$ cat config.mk
export PLATFORM = sky130hd
export DESIGN_NAME = audio_clkgen
export DESIGN_NICKNAME = d
export VERILOG_FILES = /design/src/rtl/audio_clkgen_pkg.sv /design/src/rtl/audio_clkgen_cfg.sv /design/src/rtl/audio_clkgen_seq.sv /design/src/rtl/audio_clkgen_presc.sv /design/src/rtl/audio_clkgen.sv
export SDC_FILE = /design/constraint.sdc
export NUM_CORES = 1
export LEC_CHECK = 0
export CORE_MARGIN = 2
export CORE_UTILIZATION = 30
export CTS_BUF_LIST = sky130_fd_sc_hd__clkbuf_4 sky130_fd_sc_hd__clkbuf_8 sky130_fd_sc_hd__clkbuf_16
export CTS_CLUSTER_DIAMETER = 30
export DETAILED_ROUTE_END_ITERATION = 10
export MAX_ROUTING_LAYER = met4
export PLACE_DENSITY = 0.53
export SYNTH_ARGS = -nofsm -noshare
export SYNTH_HDL_FRONTEND = slang
export SYNTH_SLANG_ARGS = --single-unit
export TNS_END_PERCENT = 20
$ cat constraint.sdc
create_clock -name clk -period 4.6 [get_ports clk]
set_clock_uncertainty 0.2 [all_clocks]
set_input_delay 0.92 -clock clk [delete_from_list [all_inputs] [get_ports clk]]
set_output_delay 0.92 -clock clk [all_outputs]
set_load 0.1 [all_outputs]
$ cat src/rtl/audio_clkgen_pkg.sv
package audio_clkgen_pkg;

    typedef enum logic [0:0] {
        ST_RUN    = 1'b0,
        ST_SWITCH = 1'b1
    } seq_state_t;

endpackage

$ cat src/rtl/audio_clkgen_cfg.sv
module audio_clkgen_cfg #(
    parameter int BIT_W = 8,
    parameter int FRM_W = 8
) (
    input  logic             clk,
    input  logic             rst_n,
    input  logic             we,
    input  logic             sel_in,
    input  logic [BIT_W-1:0] bdiv_in,
    input  logic [FRM_W-1:0] fdiv_in,
    output logic             sel_q,
    output logic [BIT_W-1:0] bdiv_q,
    output logic [FRM_W-1:0] fdiv_q,
    output logic             sel_change
);

    always_comb sel_change = we && (sel_in != sel_q);

    always_ff @(posedge clk or negedge rst_n) begin
        if (!rst_n) begin
            sel_q  <= 1'b0;
            bdiv_q <= '0;
            fdiv_q <= '0;
        end else if (we) begin
            sel_q  <= sel_in;
            bdiv_q <= bdiv_in;
            fdiv_q <= fdiv_in;
        end
    end

endmodule

$ cat src/rtl/audio_clkgen_seq.sv
module audio_clkgen_seq
    import audio_clkgen_pkg::*;
(
    input  logic       clk,
    input  logic       rst_n,
    input  logic       sel_change,
    output seq_state_t state,
    output logic       count_en,
    output logic       clr
);

    seq_state_t state_nx;

    always_comb begin
        unique case (state)
            ST_RUN:    state_nx = sel_change ? ST_SWITCH : ST_RUN;
            ST_SWITCH: state_nx = sel_change ? ST_SWITCH : ST_RUN;
            default:   state_nx = ST_RUN;
        endcase
    end

    always_ff @(posedge clk or negedge rst_n) begin
        if (!rst_n) state <= ST_RUN;
        else        state <= state_nx;
    end

    // Output decode: counting only in ST_RUN outside a select-change write.
    always_comb begin
        clr = sel_change;
        unique case (state)
            ST_RUN:    count_en = !sel_change;
            ST_SWITCH: count_en = 1'b0;
            default:   count_en = 1'b0;
        endcase
    end

endmodule

$ cat src/rtl/audio_clkgen_presc.sv
module audio_clkgen_presc #(
    parameter int W = 8
) (
    input  logic         clk,
    input  logic         rst_n,
    input  logic         clr,
    input  logic         adv,
    input  logic [W-1:0] reload,
    output logic         tick
);

    localparam logic [W-1:0] CNT_ZERO = '0;

    logic [W-1:0] cnt;

    always_comb tick = adv && (cnt == CNT_ZERO);

    always_ff @(posedge clk or negedge rst_n) begin
        if (!rst_n) begin
            cnt <= CNT_ZERO;
        end else if (clr) begin
            cnt <= CNT_ZERO;
        end else if (adv) begin
            if (cnt == CNT_ZERO) cnt <= reload;
            else                 cnt <= cnt - 1'b1;
        end
    end

endmodule

$ cat src/rtl/audio_clkgen.sv
module audio_clkgen
    import audio_clkgen_pkg::*;
#(
    parameter int BIT_W = 8,
    parameter int FRM_W = 8
) (
    input  logic             clk,
    input  logic             rst_n,
    input  logic             src_aux_en,
    input  logic             src_hs_en,
    input  logic             cfg_we,
    input  logic             cfg_src_sel,
    input  logic [BIT_W-1:0] cfg_bit_div,
    input  logic [FRM_W-1:0] cfg_frm_div,
    output logic             bclk_o,
    output logic             bit_edge_o,
    output logic             frame_start_o
);

    logic             sel_q;
    logic [BIT_W-1:0] bdiv_q;
    logic [FRM_W-1:0] fdiv_q;
    logic             sel_change;
    seq_state_t       seq_state;
    logic             count_en;
    logic             clr;
    logic             src_tick;
    logic             bit_tick;
    logic             frm_tick;
    logic             bclk_q;
    logic             edge_q;
    logic             frame_q;

    audio_clkgen_cfg #(.BIT_W(BIT_W), .FRM_W(FRM_W)) u_cfg (
        .clk        (clk),
        .rst_n      (rst_n),
        .we         (cfg_we),
        .sel_in     (cfg_src_sel),
        .bdiv_in    (cfg_bit_div),
        .fdiv_in    (cfg_frm_div),
        .sel_q      (sel_q),
        .bdiv_q     (bdiv_q),
        .fdiv_q     (fdiv_q),
        .sel_change (sel_change)
    );

    audio_clkgen_seq u_seq (
        .clk        (clk),
        .rst_n      (rst_n),
        .sel_change (sel_change),
        .state      (seq_state),
        .count_en   (count_en),
        .clr        (clr)
    );

    always_comb src_tick = (sel_q ? src_hs_en : src_aux_en) && count_en;

    audio_clkgen_presc #(.W(BIT_W)) u_bit_presc (
        .clk    (clk),
        .rst_n  (rst_n),
        .clr    (clr),
        .adv    (src_tick),
        .reload (bdiv_q),
        .tick   (bit_tick)
    );

    audio_clkgen_presc #(.W(FRM_W)) u_frm_presc (
        .clk    (clk),
        .rst_n  (rst_n),
        .clr    (clr),
        .adv    (bit_tick),
        .reload (fdiv_q),
        .tick   (frm_tick)
    );

    always_ff @(posedge clk or negedge rst_n) begin
        if (!rst_n) begin
            bclk_q  <= 1'b0;
            edge_q  <= 1'b0;
            frame_q <= 1'b0;
        end else if (clr) begin
            bclk_q  <= 1'b0;
            edge_q  <= 1'b0;
            frame_q <= 1'b0;
        end else begin
            edge_q  <= bit_tick;
            frame_q <= frm_tick;
            if (bit_tick) bclk_q <= ~bclk_q;
        end
    end

    assign bclk_o        = bclk_q;
    assign bit_edge_o    = edge_q;
    assign frame_start_o = frame_q;

endmodule

==> results.py <==
metrics = {
    "hold_path": {
        "holdPathStages": 1,
        "hold_end": "bclk_o",
        "min_from": "bclk_o",
        "min_path_type": "register to register",
    },
    "sta": {
        "timing.fmax_mhz": 328,
        "maxSlewViolCount": 0,
        "worst_hold_slack_ps": 290,
        "final-hold-violation-count": 0,
        "setup_viol_count_final": 0,
        "setup_tns_ps": 0,
        "slew_headroom_pct": 35.7,
        "worstMarginPinSlew_ps": 962,
        "period_minus_slack_ps": 3050,
        "finalCritPeriodShare_pct": 66.2,
        "rsz0062_at_grt": "false",
    },
    "critical_path": {
        "crit_fanout": 15,
        "critPathRequiredTime_ps": 4560,
        "crit_path_start_kind": "register",
        "cp.arrival_ps": 3010,
        "reg2reg_depth": 7,
        "r2r-start": "u_bit_presc.cnt[0]",
        "worst_r2r_endpoint": "u_frm_presc.cnt[3]",
        "crit_path_end_kind": "register",
        "worstSetupPathType": "register to register",
        "r2r_setup_slack_ps": 1550,
    },
    "power": {
        "p_per_area_nw_per_um2": 624,
        "p_leak_nw": 0.970,
        "peakVddDrop_v": 0.000215,
    },
    "cts": {
        "cts_tree": "yes",
        "clk_pin_slew_worst_paths_ps": 70,
        "clock-sinks": 37,
        "cts_resized": 0,
        "cts_root_buffer": "clkbuf_8",
        "cts_buffers": 5,
        "ctsHoldBuffers": 0,
        "clk_latency_ps": 290,
        "cts_setup_buffers": 0,
        "clock_path_buffers": 2,
        "htreeDepth": 2,
    },
    "run_status": {
        "status": "finished clean",
    },
    "layout": {
        "fillers": 650,
        "drive_above_1_share_pct": 15.7,
        "layout.nets": 242,
        "diodes": 0,
        "area_delta_synth_final_pct": 21.2,
    },
    "global_route": {
        "grt_max_degree": 38,
        "grt_antenna_before_repair": 0,
        "grt_remaining_overflow": 0,
        "grt_pass1_wl_microns": 7250,
        "grt_usage_pct": 13.3,
        "grt_pass1_vias": 1469,
    },
    "drt": {
        "wl_met3_microns": 123,
        "m1WireLength_microns": 2080,
        "route.met2.wl_microns": 1800,
        "wl_per_cell_microns": 14.0,
        "drc": 0,
        "drtIter0Drc": 91,
        "drt-total-wl_microns": 4100,
        "dr_total_vias": 1514,
        "ant_nets": 0,
        "viasPerCell": 5.15,
        "drt_pass1_iterations": 4,
        "top_layer": "met4",
    },
    "synth": {
        "synth_seq_area_share_pct": 48.5,
        "synth_top_family_by_area": "simple AND/OR/NAND/NOR gates",
        "postSynthCellCount": 189,
        "synth_warnings": 0,
        "synthAdderAreaFrac_pct": 2.62,
        "avgSynthCellArea_sq_um": 10.1,
        "synthSimpleGateAreaFrac_pct": 17.6,
        "syn_area_sq_um": 1910,
        "synthXorXnorAreaFrac_pct": 0.458,
        "synth-seq-cells": 37,
        "synth_mux_area_share_pct": 10.4,
        "synth_compound_area_share_pct": 16.3,
        "synth_fp_nets": 215,
        "synth_cell_types": 41,
    },
    "run": {
        "cap_viol_max_count": 0,
    },
    "floorplan": {
        "ios": 25,
        "start_util_pct": 30.6,
        "die_w_microns": 83.8,
        "die_h_microns": 83.8,
        "num_rows": 29,
        "core_sq_um": 6240,
        "dieArea_sq_um": 7020,
    },
    "placed_design": {
        "hpwl_microns": 2870,
        "place.gp.congestion": 0.816,
        "io_buffers": 24,
    },
}
[cells in the final DEF (no fill, tap or decap), drive strengths merged]
cell type and instances:
a211oi 2, nor2b 1, xor2 1, or4 2, ha 4, o21a 1, nor3 7, nor4 6
nand2 16, and3 2, a221o 1, nand4 1, o31a 2, o21ai 16, a21oi 13, mux2i 3
nand3 2, a32oi 1, dfrtp 37, clkdlybuf4s50 23, or2b 1, or4b 2, o31ai 1, a31oi 4
o22ai 5, or3b 2, nor2 15, nor3b 1, a2111oi 1, and2b 1, a32o 2, inv 14
clkbuf 8, mux2 15, o21bai 1, a21boi 1, buf 2
[cell type report]
type / instances / area [sq um] / share of cell area, %
Sequential cell: 37 / 926 / 40.0
Timing Repair Buffer: 25 / 243 / 10.5
Inverter: 14 / 52.6 / 2.27
Tap cell: 77 / 96.3 / 4.16
Clock buffer: 8 / 91.3 / 3.95
Multi-Input combinational cell: 133 / 906 / 39.1
[worst max-delay path: stages, from the launching register on]
cell and delay, ps:
dfrtp_1 420, inv_1 100, ha_1 150, or4b_4 520, nor4_4 630, nand3_2 350
a2111oi_0 480, a21oi_1 80
[synthesized netlist by cell type]
library cell | n | area share [%]
a2111oi_0 | 1 | 0.46
a211oi_1 | 2 | 0.79
a21boi_1 | 1 | 0.39
a21oi_1 | 13 | 3.4
a221o_1 | 1 | 0.52
a31oi_1 | 4 | 1.3
a32o_1 | 2 | 1.0
a32oi_1 | 1 | 0.46
and2b_2 | 1 | 0.46
and3_1 | 2 | 0.65
buf_1 | 2 | 0.39
buf_6 | 1 | 0.59
clkbuf_1 | 2 | 0.39
dfrtp_1 | 37 | 48
ha_1 | 4 | 2.6
inv_1 | 14 | 2.8
mux2_2 | 15 | 8.8
mux2i_1 | 3 | 1.6
nand2_1 | 16 | 3.1
nand3_1 | 1 | 0.26
nand3_2 | 1 | 0.52
nand4_1 | 1 | 0.33
nor2_1 | 14 | 2.8
nor2_4 | 1 | 0.59
nor2b_1 | 1 | 0.33
nor3_1 | 7 | 1.8
nor3b_1 | 1 | 0.39
nor4_1 | 5 | 1.6
nor4_4 | 1 | 1.1
o21a_1 | 1 | 0.39
o21ai_0 | 13 | 3.4
o21ai_1 | 3 | 0.79
o21bai_1 | 1 | 0.39
o22ai_1 | 5 | 1.6
o31a_1 | 2 | 0.92
o31ai_1 | 1 | 0.39
or2b_2 | 1 | 0.46
or3b_2 | 2 | 0.92
or4_1 | 2 | 0.79
or4b_4 | 2 | 1.4
xor2_1 | 1 | 0.46
[flip-flops by register name, summed over array words and instances, names as in the netlist]
name,flops
bclk_o,1
frame_start_o,1
bit_edge_o,1
u_seq.state,1
u_bit_presc.cnt,8
u_cfg.fdiv_q,8
u_frm_presc.cnt,8
u_cfg.sel_q,1
u_cfg.bdiv_q,8
[metrics by stage]
stage                     util (%)  power (W)  worst slack [ps]  std cells  area, sq um
after global routing          37.1    0.00157              1380        294         2310
after global placement        35.6    0.00121              1390        286         2220
final                         37.1    0.00144              1550        294         2310
after floorplan                  -    0.00107              2190        189         1910
after detailed placement      35.6    0.00121              1340        286         2220
after CTS                     37.1    0.00146              1530        294         2310
[per-layer routing]
layer  vias up  GRT usage (%)
met3         5           2.37
met5         -              -
met1       743           17.8
met4         0           6.16
met2        24           19.6
li1        742              -
[cells by family (layout without fill, tap and decap cells)]
logic type,count (synthesis),after routing
fa+ha+maj,4,4
compound gates,51,51
xor+xnor,1,1
flops,37,37
simple gates,59,59
buf+inv,19,47
mux,18,18
[report_power, final]
part / leakage, nW / internal (W) / switching (W) / total [W]
logic: 0.452 / 0.000292 / 0.000436 / 0.000728
clock network: 0.0498 / 0.000125 / 0.000111 / 0.000237
registers: 0.468 / 0.000401 / 0.0000790 / 0.000480
total: 0.970 / 0.000818 / 0.000626 / 0.00144
[worst max path at each step]
stage / from / endpoint / cells past startpoint
2_1_floorplan: cfg_we / u_bit_presc.cnt[6] / 4
3_3_place_gp: cfg_we / u_bit_presc.cnt[6] / 5
4_1_cts: u_bit_presc.cnt[0] / u_frm_presc.cnt[3] / 7
5_1_grt: u_bit_presc.cnt[0] / u_frm_presc.cnt[3] / 7
3_5_place_dp: cfg_we / u_bit_presc.cnt[4] / 6
6_report: u_bit_presc.cnt[0] / u_frm_presc.cnt[3] / 7
Note: power is estimated with default switching activity, not from simulation.
